==> config.mk <==
export PLATFORM = sky130hd
export DESIGN_NAME = bus_phase_tracker
export DESIGN_NICKNAME = d
export VERILOG_FILES = /design/src/rtl/bus_phase_tracker.sv
export SDC_FILE = /design/constraint.sdc
export NUM_CORES = 1
export LEC_CHECK = 0
export BUFFER_PORTS_ARGS = -buffer_cell sky130_fd_sc_hd__buf_2
export CORE_MARGIN = 10
export CORE_UTILIZATION = 59
export CTS_BUF_LIST = sky130_fd_sc_hd__clkbuf_8
export DETAILED_ROUTE_END_ITERATION = 10
export PLACE_DENSITY = 0.89
export SLEW_MARGIN = 10
export SYNTH_ARGS = -nofsm -noshare
export SYNTH_HDL_FRONTEND = slang
export SYNTH_SLANG_ARGS = --single-unit
==> constraint.sdc <==
create_clock -name clk -period 6.4 [get_ports clk]
set_clock_uncertainty 0.05 [all_clocks]
set_input_delay 0 -clock clk [delete_from_list [all_inputs] [get_ports clk]]
set_output_delay 0 -clock clk [all_outputs]
set_load 0.05 [all_outputs]
==> src/rtl/bus_phase_tracker.sv <==
module bus_phase_tracker #(
  parameter  int SLOTS = 8,
  parameter  int LW    = 2,
  localparam int TW    = $clog2(SLOTS),
  localparam int NPH   = 5
) (
  input  logic              clk,
  input  logic              rst_n,
  input  logic              req_valid,
  input  logic [LW-1:0]     req_rsp_len,
  input  logic [LW-1:0]     req_dat_len,
  output logic              req_ready,
  output logic [TW-1:0]     req_tag,
  input  logic              err_in,
  output logic [NPH-1:0]    own_vld,
  output logic [NPH*TW-1:0] own_tag,
  output logic              data_busy,
  output logic              done_vld,
  output logic [TW-1:0]     done_tag,
  output logic              done_err
);
  localparam int FW   = $clog2(SLOTS + 1);
  localparam int PREQ = 0;
  localparam int PERR = 1;
  localparam int PSNP = 2;
  localparam int PRSP = 3;
  localparam int PDAT = 4;

  logic [NPH-1:0][TW:0]     ptr;
  logic [NPH-1:0]           ov;
  logic [NPH-1:0][TW-1:0]   ot;
  logic [NPH-1:0][LW-1:0]   cnt;
  logic [SLOTS-1:0][LW-1:0] rlen;
  logic [SLOTS-1:0][LW-1:0] dlen;
  logic [SLOTS-1:0]         abt_q;
  logic [FW-1:0]            inflight;

  logic [NPH-1:0]           fin;
  logic [NPH-1:0]           go;
  logic [NPH-1:0]           skip;
  logic [NPH-1:0][TW-1:0]   cand;
  logic [NPH-1:0][LW-1:0]   ld;
  logic                     accept;
  logic                     retire;

  assign req_ready = inflight < FW'(SLOTS);
  assign accept    = req_valid && req_ready;
  assign req_tag   = ptr[PREQ][TW-1:0];
  assign own_vld   = ov;
  assign own_tag   = ot;
  assign data_busy = ov[PDAT];

  // cand[p]: oldest tag not yet through phase p
  always_comb begin
    fin  = '0;
    go   = '0;
    skip = '0;
    cand = '0;
    ld   = '0;
    for (int p = 0; p < NPH; p++) begin
      fin[p]  = ov[p] && (cnt[p] == '0);
      cand[p] = ptr[p][TW-1:0];
    end
    for (int p = 1; p < NPH; p++) begin
      skip[p] = (p >= PSNP) &&
                (abt_q[cand[p]] ||
                 (p == PSNP && ov[PERR] && ot[PERR] == cand[p] && err_in));
      go[p]   = (ptr[p] != ptr[p-1]) &&
                !(ov[p-1] && ot[p-1] == cand[p] && !fin[p-1]) &&
                (skip[p] ? !ov[p] : (!ov[p] || fin[p]));
    end
    ld[PRSP] = rlen[cand[PRSP]];
    ld[PDAT] = dlen[cand[PDAT]];
  end

  assign retire = fin[PDAT] || (go[PDAT] && skip[PDAT]);

  always_ff @(posedge clk or negedge rst_n) begin
    if (!rst_n) begin
      ptr      <= '0;
      ov       <= '0;
      ot       <= '0;
      cnt      <= '0;
      rlen     <= '0;
      dlen     <= '0;
      abt_q    <= '0;
      inflight <= '0;
      done_vld <= 1'b0;
      done_tag <= '0;
      done_err <= 1'b0;
    end else begin
      ov[PREQ]  <= accept;
      cnt[PREQ] <= '0;
      if (accept) begin
        ot[PREQ]              <= cand[PREQ];
        ptr[PREQ]             <= ptr[PREQ] + 1'b1;
        rlen[cand[PREQ]]      <= req_rsp_len;
        dlen[cand[PREQ]]      <= req_dat_len;
        abt_q[cand[PREQ]]     <= 1'b0;
      end
      if (fin[PERR] && err_in)
        abt_q[ot[PERR]] <= 1'b1;
      for (int p = 1; p < NPH; p++) begin
        if (go[p])
          ptr[p] <= ptr[p] + 1'b1;
        if (go[p] && !skip[p]) begin
          ov[p]  <= 1'b1;
          ot[p]  <= cand[p];
          cnt[p] <= ld[p];
        end else if (fin[p]) begin
          ov[p] <= 1'b0;
        end else if (ov[p]) begin
          cnt[p] <= cnt[p] - 1'b1;
        end
      end
      inflight <= inflight + FW'(accept) - FW'(retire);
      done_vld <= retire;
      done_tag <= fin[PDAT] ? ot[PDAT] : cand[PDAT];
      done_err <= !fin[PDAT];
    end
  end

  logic [TW-1:0] last_done;
  logic          seen_done;
  always_ff @(posedge clk or negedge rst_n) begin
    if (!rst_n) begin
      last_done <= '0;
      seen_done <= 1'b0;
    end else if (done_vld) begin
      last_done <= done_tag;
      seen_done <= 1'b1;
    end
  end

  a_r1_no_overflow: assert property (@(posedge clk) disable iff (!rst_n)
    inflight <= FW'(SLOTS));
  a_r1_refused_keeps_tag: assert property (@(posedge clk) disable iff (!rst_n)
    req_valid && !req_ready |=> $stable(req_tag));
  a_r3_err_follows_req: assert property (@(posedge clk) disable iff (!rst_n)
    ov[PERR] |-> $past(ov[PREQ]) && ot[PERR] == $past(ot[PREQ]));
  a_r4_rsp_dat_distinct: assert property (@(posedge clk) disable iff (!rst_n)
    ov[PRSP] && ov[PDAT] |-> ot[PRSP] != ot[PDAT]);
  a_r6_data_held: assert property (@(posedge clk) disable iff (!rst_n)
    ov[PDAT] && cnt[PDAT] != '0 |=> ov[PDAT] && $stable(ot[PDAT]));
  a_r8_retire_order: assert property (@(posedge clk) disable iff (!rst_n)
    done_vld && seen_done |-> done_tag == last_done + 1'b1);
  a_r9_abort_no_data: assert property (@(posedge clk) disable iff (!rst_n)
    ov[PDAT] |-> !abt_q[ot[PDAT]]);
endmodule

==> results of run 1 <==
==> cells in the mapped netlist (all sizes together) <==
library cell	n	share of area [%]
o31ai	5	0.88
mux4	15	7.2
ha	13	3.4
and3	1	0.13
or4	2	0.31
nand3	8	0.83
mux2	50	12
nor2b	5	0.64
mux2i	6	1.5
nor3b	4	0.62
inv	21	1.6
o22ai	5	0.64
nand2b	8	1.0
clkinv	1	0.077
nor4b	1	0.18
or3	2	0.26
nand3b	3	0.46
a41o	1	0.21
dfrtp	97	50
xnor2	20	3.6
a221oi	1	0.18
nand4	5	0.64
o2bb2ai	1	0.18
fa	1	0.41
a21boi	1	0.15
nor4	3	0.39
o221a	1	0.23
a31o	1	0.18
xor2	22	4.0
or2	1	0.13
nor3	4	0.52
buf	16	2.1
o211ai	3	0.46
and2	1	0.13
o21ai	8	0.83
a2111oi	1	0.18
a21o	3	0.46
nor2	8	0.62
a31oi	1	0.13
o41ai	1	0.18
nand2	33	2.6
a21oi	2	0.21
==> logic make-up after synthesis <==
kind of cell,share of synthesized area [%]
buffers and inverters,3.79
XOR/XNOR,7.58
AND/OR/NAND/NOR,9.44
multiplexers,20.3
flip-flops,50.0
adder cells (fa/ha/maj),3.76
AO/OA/AOI/OAI,5.11
==> per-layer routing <==
| metal | wire length (um) | part of all wire (%) | track usage, % |
|---|---|---|---|
| met5 | 0 | 0 | 0 |
| met4 | 184 | 1.8 | 6.60 |
| met3 | 385 | 3.9 | 3.08 |
| met2 | 5020 | 50 | 28.0 |
| met1 | 4390 | 44 | 21.0 |
==> cells in the final DEF, fill, tap and decap left out, drive strengths merged, types with 4 or more instances in the layout <==
cell type,n
nor3b,4
o22ai,5
mux2,50
nand4,5
o21ai,8
nor2b,5
ha,13
nand2,33
nor3,4
mux2i,6
nor2,8
inv,22
mux4,15
nand3,8
o31ai,5
dlygate4sd3,7
xor2,22
dfrtp,97
clkbuf,10
nand2b,8
xnor2,20
buf,38
==> through the flow <==
step / cells / setup slack, ns / cell area (um^2) / hold slack, ns / utilization (%)
final: 536 / 3.38 / 5340 / -0.00515 / 66.0
after global routing: 536 / 3.21 / 5340 / 0.0460 / 66.0
after CTS: 536 / 3.34 / 5340 / 0.00234 / 66.0
after detailed placement: 513 / 3.36 / 5080 / -0.139 / 62.7
after global placement: 513 / 3.49 / 5080 / -0.146 / 62.7
after floorplan: 386 / 3.92 / 4850 / -0.346 / -
==> cell type report <==
| type | instances | area [um^2] |
|---|---|---|
| fill | 604 | 2750 |
| sequential | 97 | 2430 |
| inverter | 22 | 82.6 |
| timing repair buffer | 45 | 265 |
| multi-input combinational | 251 | 2240 |
| tap | 105 | 131 |
| clock inverter | 6 | 58.8 |
| clock buffer | 10 | 138 |
==> registers in the layout (all words and copies together), names as in the netlist <==
signal / cells
dlen: 16
cand: 12
abt_q: 8
done_err: 1
req_tag: 3
cnt: 8
done_vld: 1
rlen: 16
own_tag: 15
own_vld: 5
inflight: 4
ptr: 5
done_tag: 3
==> how the worst max path moves through the flow <==
stage                  end  slack [ns]  depth (start not counted)
2_1_floorplan  inflight[2]        3.92                          9
3_3_place_gp   inflight[2]        3.49                          9
3_5_place_dp   inflight[1]        3.36                          9
4_1_cts        inflight[2]        3.34                          9
5_1_grt        inflight[2]        3.21                          9
6_report       inflight[1]        3.38                          9
==> impl_results.md, run 1 <==
- Worst r2r path cells: 9
- Initial Util: about three fifths
- Fin crit period: approximately 3.0 ns
- # port buffers: 37
- Pre-antenna DRT Iters: 4
- Crit-path cells: mux4_1 > mux2i_4 > o31ai_1 > ha_1 > inv_1 > ha_1 > inv_1 > fa_1 > inv_1
- Nets: between 400 and 500
- Overflow after GRT: 0
- Area growth syn-to-layout: 10.1%
- CP startpoint: cand[13]
- Top delay family on crit path: adder cells
- Remaining DRCs: 0
- Post-route setup TNS: 0 ns
- Maximum root-to-sink buffer count: 2
- Io pins: 38
- Cts hold-fix bufs: 7
- FP Rows: 33
- Slowest-stage cell, CP: dfrtp_1
- Yosys cell types: 49
- Kind of critical path: reg2reg
- RSZ-0062 raised after global routing: false
- Most frequent CP cell: inv_1
- Initial antenna violation count: 0
- Post-route ant nets: 0
- Die H: between 100 and 150 um
- Reg-to-Reg Start: cand[13]
- Worst hold slack: -0.00515 ns
- WL final: approximately 10000 um
- Gates resized, CTS repair: 0
- Dpl hpwl: 7230 um
- Max-cap violation count: 0
- Worst slew pin tran: 1.09 ns
- WL/cell: about 19 um
- Layout cells sized above 1: between 20% and 30%
- Relative slew slack: a little over a quarter
- Worst-path maximum fanout: 14
- Cts bufs inserted: 9
- CTS root buffer: clkbuf_8
- Vias: about 3200
- Core area: around 8100 um^2
- Sinks on Clock Net: 97
- CP Launch Type: flop
- Final Setup Violations: 0
- Syn nets: between 400 and 500
- Failing checks: hold timing
- CTS tree: done
- Sequential area share after synthesis: between 50% and 60%
- Highest clock rate: 331 MHz
- Final period util: 47.2%
- Antenna Cells: 0
- Max incr delay on CP: ~0.72 ns
- Reg-to-reg slack, setup: ~3.4 ns
- Hold Fails Final Rpt: 5
- Critical R2R Capture: inflight[1]
- First-pass GRT wire length: between 15000 and 20000 um
- WP buf/inv: 3
- HP Class: in2async
- Post-CTS setup buffer count: 0
- Placer Congestion: between 0.8 and 0.9
- Syn Area/Cell: roughly 13 um^2
- Vias in the first global route: 3430
- Worst Setup End Kind: flop
- Die Area: ~12000 um^2
- Clk_lat worst skew: ~0.37 ns
- H-tree depth: 3
- Status: finished, violations left
- Synth Cell Area: 4850 um^2
- Clock transition at path regs: ~0.10 ns
- Largest net degree at the start of global routing: 76
- DR iter-0 viols: ~180
- CP required: 6.61 ns
- GRT Total Usage: ~17%
- Vias/cell: 5.89
- Seq cells post-synth: 97
- Cells after Synth: about 390
- Synth warn: 0
- DIE WIDTH: roughly 110 um
- Max-slew violations: 0
- CP Data Arrival Time: about 3.2 ns
Power of run 1 is not shown: default switching activity piles up to over one toggle a cycle in this logic, so the estimate is an artifact.
==> run 2: changes to the inputs <==
--- a/config.mk
+++ b/config.mk
@@ -5,12 +5,13 @@
 export SDC_FILE = /design/constraint.sdc
 export NUM_CORES = 1
 export LEC_CHECK = 0
+export ABC_AREA = 1
 export BUFFER_PORTS_ARGS = -buffer_cell sky130_fd_sc_hd__buf_2
 export CORE_MARGIN = 10
-export CORE_UTILIZATION = 59
+export CORE_UTILIZATION = 56
 export CTS_BUF_LIST = sky130_fd_sc_hd__clkbuf_8
 export DETAILED_ROUTE_END_ITERATION = 10
-export PLACE_DENSITY = 0.89
+export PLACE_DENSITY = 0.88
 export SLEW_MARGIN = 10
 export SYNTH_ARGS = -nofsm -noshare
 export SYNTH_HDL_FRONTEND = slang
==> constraint.sdc (replaced) <==
create_clock -name clk -period 2.5 [get_ports clk]
set_clock_uncertainty 0.05 [all_clocks]
set_input_delay 0 -clock clk [delete_from_list [all_inputs] [get_ports clk]]
set_output_delay 0 -clock clk [all_outputs]
set_load 0.05 [all_outputs]
==> impl_results.md, run 2 <==
- Nets: 700 (+56%)
- Final period util: 97.4% (+50 points)
- CP Launch Type: flop
- Fin crit period: 2.44 ns (-0.587 ns)
- Most frequent CP cell: nand2_2
- Relative slew slack: 56.6% (+29 points)
- Status: finished, violations left
- Slowest-stage cell, CP: fa_2
- Overflow after GRT: 0 (unchanged)
- Post-route ant nets: 0 (unchanged)
- Pre-antenna DRT Iters: 5 (+1)
- H-tree depth: 3 (unchanged)
- Io pins: 38 (unchanged)
- Async SR Flop Fraction: 100% (unchanged)
- DR iter-0 viols: 392 (+120%)
- Syn Area/Cell: 8.22 um^2 (-35%)
- Clk_lat worst skew: 0.36 ns (about the same)
- Synth Cell Area: 5080 um^2 (+4.7%)
- Post-route setup TNS: 0 ns (unchanged)
- Worst slew pin tran: 0.652 ns (-0.436 ns)
- GRT Total Usage: 19.2% (+2.5 points)
- Crit-path cells: clkinv_4 > nand2_1 > nand3_1 > nand2_2 > nand2_2 > o21ai_4 > nand2_2 > nand2_8 > o21ai_4 > ha_4 > inv_2 > ha_4 > inv_2 > fa_2 > inv_1
- Yosys cell types: 37 (-24%)
- Max-cap violation count: 0 (unchanged)
- Worst Setup End Kind: flop
- Area growth syn-to-layout: 14.7%
- DIE WIDTH: 115 um (+4.1%)
- Leading cell type in the layout, fill and taps excluded: nand2_1
- WP buf/inv: 4 (+1)
- Clock transition at path regs: 0.10 ns (about the same)
- WL/cell: 15.9 um (-15%)
- Die Area: 13300 um^2 (+8.4%)
- CTS root buffer: clkbuf_8
- Max incr delay on CP: 0.51 ns (-0.21 ns)
- Sequential area share after synthesis: 47.8% (-2.3 points)
- CP required: 2.72 ns (-3.89 ns)
- Initial Util: 58.0% (-2.0 points)
- Antenna Cells: 0 (unchanged)
- Top delay family on crit path: adder cells
- Worst-path maximum fanout: 8 (-6)
- Remaining DRCs: 0 (unchanged)
- Die H: 115 um (+4.1%)
- Seq cells post-synth: 97 (unchanged)
- Most frequent cells in the layout: nand2_1, dfrtp_1, inv_1, o21ai_0, nor2_1
- Most frequent cell after synthesis: nand2_1
- Kind of critical path: reg2reg
- Cts bufs inserted: 9 (unchanged)
- Max-slew violations: 0 (unchanged)
- Sinks on Clock Net: 97 (unchanged)
- HP Class: in2reg
- Final Setup Violations: 0 (unchanged)
- Cell taking the most area after synthesis: dfrtp_1
- Placer Congestion: 0.851 (+3.1%)
- Failing checks: hold timing
- Synth warn: 0 (unchanged)
- Syn nets: 640 (+57%)
- Largest net degree at the start of global routing: 50 (-34%)
- Initial antenna violation count: 0 (unchanged)
- Cells after Synth: 618 (+60%)
- FP Rows: 34 (+3.0%)
- CTS tree: done
- Maximum root-to-sink buffer count: 2 (unchanged)
- # port buffers: 37 (unchanged)
- First-pass GRT wire length: 21000 um (+22%)
- Worst hold slack: -0.00117 ns (+0.00398 ns)
- Vias: 4384 (+39%)
- Vias/cell: 5.55 (-5.8%)
- Layout cells sized above 1: 19.6% (-8.4 points)
- Most instantiated cells after synthesis: nand2_1, dfrtp_1, inv_1
- Highest clock rate: 411 MHz (+24%)
- Vias in the first global route: 4469 (+30%)
- Dpl hpwl: 8720 um (+21%)
- Main flop type after synthesis: dfrtp_1
- Hold Fails Final Rpt: 1 (-4)
- Core area: 8760 um^2 (+8.3%)
- Post-synth EDFFs: 0 (unchanged)
- Yosys top cell area share: 47.8% (-2.3 points)
- CP Data Arrival Time: 2.65 ns (-0.59 ns)
- WL final: 12600 um (+26%)
- Largest cells by area after synthesis: dfrtp_1, nand2_1, o21ai_0
## run 2: changes by cell type in the layout (fill, tap and decap cells not counted), moves of 21 or more
| cell | before | now |
|---|---|---|
| o21ai_1 | 0 | 21 |
| inv_1 | 21 | 47 |
| nand2_1 | 33 | 175 |
| o21ai_0 | 8 | 47 |
| buf_4 | 2 | 27 |
| nor2_1 | 8 | 45 |
| mux2_2 | 50 | 0 |
| nand3_1 | 8 | 43 |
## run 2: worst paths after layout
| kind | from | depth (start not counted) | slack [ns] | end |
|---|---|---|---|---|
| max | cand[12] | 15 | 0.06 | inflight[1] |
| min | err_in | 5 | -0.001 | abt_q[1] |
| max reg2reg | cand[12] | 15 | 0.06 | inflight[1] |
| min reg2reg | rlen[3] | 2 | 0.44 | rlen[3] |
| max in group asynchronous | rst_n | 3 | 1.56 | own_tag[0] |
| min in group asynchronous | rst_n | 2 | 0.15 | ptr[19] |
## run 2: kinds of logic (layout without fill, tap and decap cells)
logic type | count (synthesis) | in the layout | share of synthesized area, %
and+or+nand+nor | 292 | 292 | 25.2
buffers and inverters | 87 | 151 | 7.83
AOI/OAI and AO/OA | 98 | 98 | 10.3
adders and majority gates | 14 | 14 | 3.59
xor gates and xnor gates | 30 | 30 | 5.32
DFF | 97 | 97 | 47.8
## run 2: metrics by stage
step           hold WS (ns)  area (um^2)  utilization [%]  instances  setup slack, ns
2_1_floorplan        -0.346         5080                -        618          -0.0333
3_3_place_gp         0.0135         5440             62.1        764           0.0546
3_5_place_dp         0.0155         5440             62.1        764          -0.0972
4_1_cts             0.00229         5760             65.8        787          -0.0648
5_1_grt              0.0637         5830             66.5        790          -0.0116
6_report           -0.00117         5830             66.5        790           0.0643
## run 2: area by class of cell
| type | count | area, um^2 |
|---|---|---|
| clock buffer | 11 | 151 |
| clock inverter | 4 | 76.3 |
| fill | 638 | 2930 |
| inverter | 66 | 255 |
| multi-input combinational | 434 | 2320 |
| sequential | 97 | 2430 |
| tap | 108 | 135 |
| timing repair buffer | 70 | 463 |
## run 2: routing by layer
layer  global-route usage, %  vias to the layer above  share of wire (%)
li1                        -                     2087                  -
met1                    24.6                     2112                 43
met2                    31.3                      153                 49
met3                    3.07                       32                5.5
met4                    8.91                        0                2.7
met5                       0                        -                  0
## run 2: worst min-delay path, stage by stage
cell	delay [ns]
buf_2	0.11
inv_1	0.04
nor2_1	0.07
nand3_1	0.08
o21ai_0	0.07
## run 2: timing repair
action,in CTS,in global routing
hold endpoints to repair,81,0
pin swaps,8,7
buffers inserted,2,3
hold buffers,6,0
gates cloned,0,0
gates resized for setup,8,13
setup endpoints to repair,2,3
Power of run 2 is left out for the same reason.
==> run 3: changes to the inputs <==
--- a/config.mk
+++ b/config.mk
@@ -11,7 +11,7 @@
 export CORE_UTILIZATION = 56
 export CTS_BUF_LIST = sky130_fd_sc_hd__clkbuf_8
 export DETAILED_ROUTE_END_ITERATION = 10
-export PLACE_DENSITY = 0.88
+export PLACE_DENSITY_LB_ADDON = 0.2
 export SLEW_MARGIN = 10
 export SYNTH_ARGS = -nofsm -noshare
 export SYNTH_HDL_FRONTEND = slang
==> impl_results.md, run 3 (same netlist as run 2, synthesis figures left out) <==
- Final setup margin: -0.00956 ns (-0.0738 ns)
- Placer Congestion: 0.826 (-3.0%)
- CP startpoint: cand[12]
- Remaining DRCs: 0 (unchanged)
- Clock transition at path regs: 0.10 ns (about the same)
- Critical Path End: inflight[1]
- Antenna Cells: 0 (unchanged)
- Leading cell type in the layout, fill and taps excluded: nand2_1
- Highest clock rate: 398 MHz (-2.9%)
- Vias: 4248 (-3.1%)
- Initial Util: 58.0% (unchanged)
- Io pins: 38 (unchanged)
- Max-cap violation count: 0 (unchanged)
- Pre-antenna DRT Iters: 4 (-1)
- Worst r2r path cells: 15 (unchanged)
- Vias/cell: 5.31 (-4.3%)
- Die H: 115 um (unchanged)
- Core area: 8760 um^2 (unchanged)
- Relative slew slack: 58.9% (+2.3 points)
- Failing checks: setup timing
- Multi-input gate area: 2300 um^2 (-0.81%)
- Reg-to-Reg Start: cand[12]
- DR iter-0 viols: 267 (-32%)
- Initial antenna violation count: 0 (unchanged)
- DIE WIDTH: 115 um (unchanged)
- Maximum root-to-sink buffer count: 2 (unchanged)
- Cell total after placement: 775 (+1.4%)
- Fin crit period: 2.51 ns (+0.0738 ns)
- Nets: 709 (+1.3%)
- Die Area: 13300 um^2 (unchanged)
- Most frequent cells in the layout: nand2_1, dfrtp_1, inv_1, o21ai_0, nor2_1
- Post-place instance area: 5520 um^2 (+1.5%)
- CTS tree: done
- HP Class: in2reg
- Worst-path maximum fanout: 8 (unchanged)
- Sinks on Clock Net: 97 (unchanged)
- Critical R2R Capture: inflight[1]
- FP Rows: 34 (unchanged)
- Area growth syn-to-layout: 15.8%
- Overflow after GRT: 0 (unchanged)
- Fin cells: 800 (+1.3%)
- Reg-to-reg slack, setup: -0.01 ns (-0.07 ns)
- Post-route ant nets: 0 (unchanged)
- Dpl hpwl: 8300 um (-4.9%)
- Post-Layout Inst Area: 5880 um^2 (+0.92%)
- Layout cells sized above 1: 19.9% (+0.29 points)
- GRT Total Usage: 18.0% (-1.3 points)
- Largest net degree at the start of global routing: 58 (+16%)
- Vias in the first global route: 4068 (-9.0%)
- H-tree depth: 3 (unchanged)
- Cts bufs inserted: 9 (unchanged)
- Kind of critical path: reg2reg
- CTS root buffer: clkbuf_8
- Final Setup Violations: 1 (+1)
- Hold Fails Final Rpt: 0 (-1)
- # port buffers: 37 (unchanged)
- CP Data Arrival Time: 2.73 ns (+0.08 ns)
- CP Launch Type: flop
- Register area: 2430 um^2 (about the same)
- First-pass GRT wire length: 19600 um (-6.9%)
- RSZ-0062 raised after global routing: true
- # fillers: 720 (+13%)
- Max-slew violations: 0 (unchanged)
- Worst Setup End Kind: flop
- WL/cell: 14.4 um (-9.7%)
- Worst slew pin tran: 0.614 ns (-0.0378 ns)
- Status: finished, violations left
- WL final: 11500 um (-8.6%)
- Clk_lat worst skew: 0.37 ns (about the same)
- Final period util: 100% (+3.0 points)
- Post-route setup TNS: -0.00956 ns (-0.00956 ns)
- CP required: 2.72 ns (about the same)
-- run 3: per-layer routing --
metal  global-route usage (%)  part of all wire (%)  wire [um]
met5                        0                     0          0
met4                     5.86                   1.5        171
met3                     3.18                   4.4        502
met2                     28.2                    47       5410
met1                     24.7                    47       5410
-- run 3: worst max-delay path, stage by stage (launching register included) --
cell	delay (ns)
dfrtp_2	0.48
inv_4	0.12
nand2_1	0.06
nand2_1	0.06
nor2_1	0.04
nand2_1	0.12
nand2_4	0.09
nor2_8	0.14
nand2_8	0.06
o21ai_4	0.21
ha_4	0.24
inv_2	0.06
ha_4	0.13
inv_2	0.03
fa_2	0.51
inv_2	0.03
-- run 3: metrics by stage --
step / setup WS, ns / hold WS (ns) / util, %
floorplan: -0.0333 / -0.346 / -
detailed placement: -0.132 / -0.0267 / 63.0
global route: -0.115 / 0.0336 / 67.1
finish: -0.00956 / 0.0136 / 67.1
CTS: -0.00337 / 0.00764 / 66.7
global placement: -0.0465 / -0.0363 / 63.0
-- run 3: worst min-delay path by stage --
stage,start,to,depth (start not counted)
final,err_in,abt_q[0],5
after global routing,err_in,abt_q[0],5
after CTS,err_in,abt_q[0],5
after detailed placement,rst_n,done_err,1
after global placement,rst_n,done_err,1
after floorplan,rst_n,abt_q[0],0
-- run 3: cell type report --
class                      instances  area share (%)
clock buffer                      11            2.57
timing repair buffer              79            9.02
tap                              108            2.30
sequential                        97            41.3
multi-input combinational        434            39.1
clock inverter                     5            1.45
inverter                          66            4.30
-- run 3: what timing repair did --
action / 4_1_cts / 5_1_grt
setup endpoints to repair: 2 / 2
hold buffers: 6 / 0
resized for setup: 8 / 5
pin swaps: 0 / 8
hold endpoints to repair: 71 / 0
setup buffers: 1 / 2
Power of run 3 is left out for the same reason.
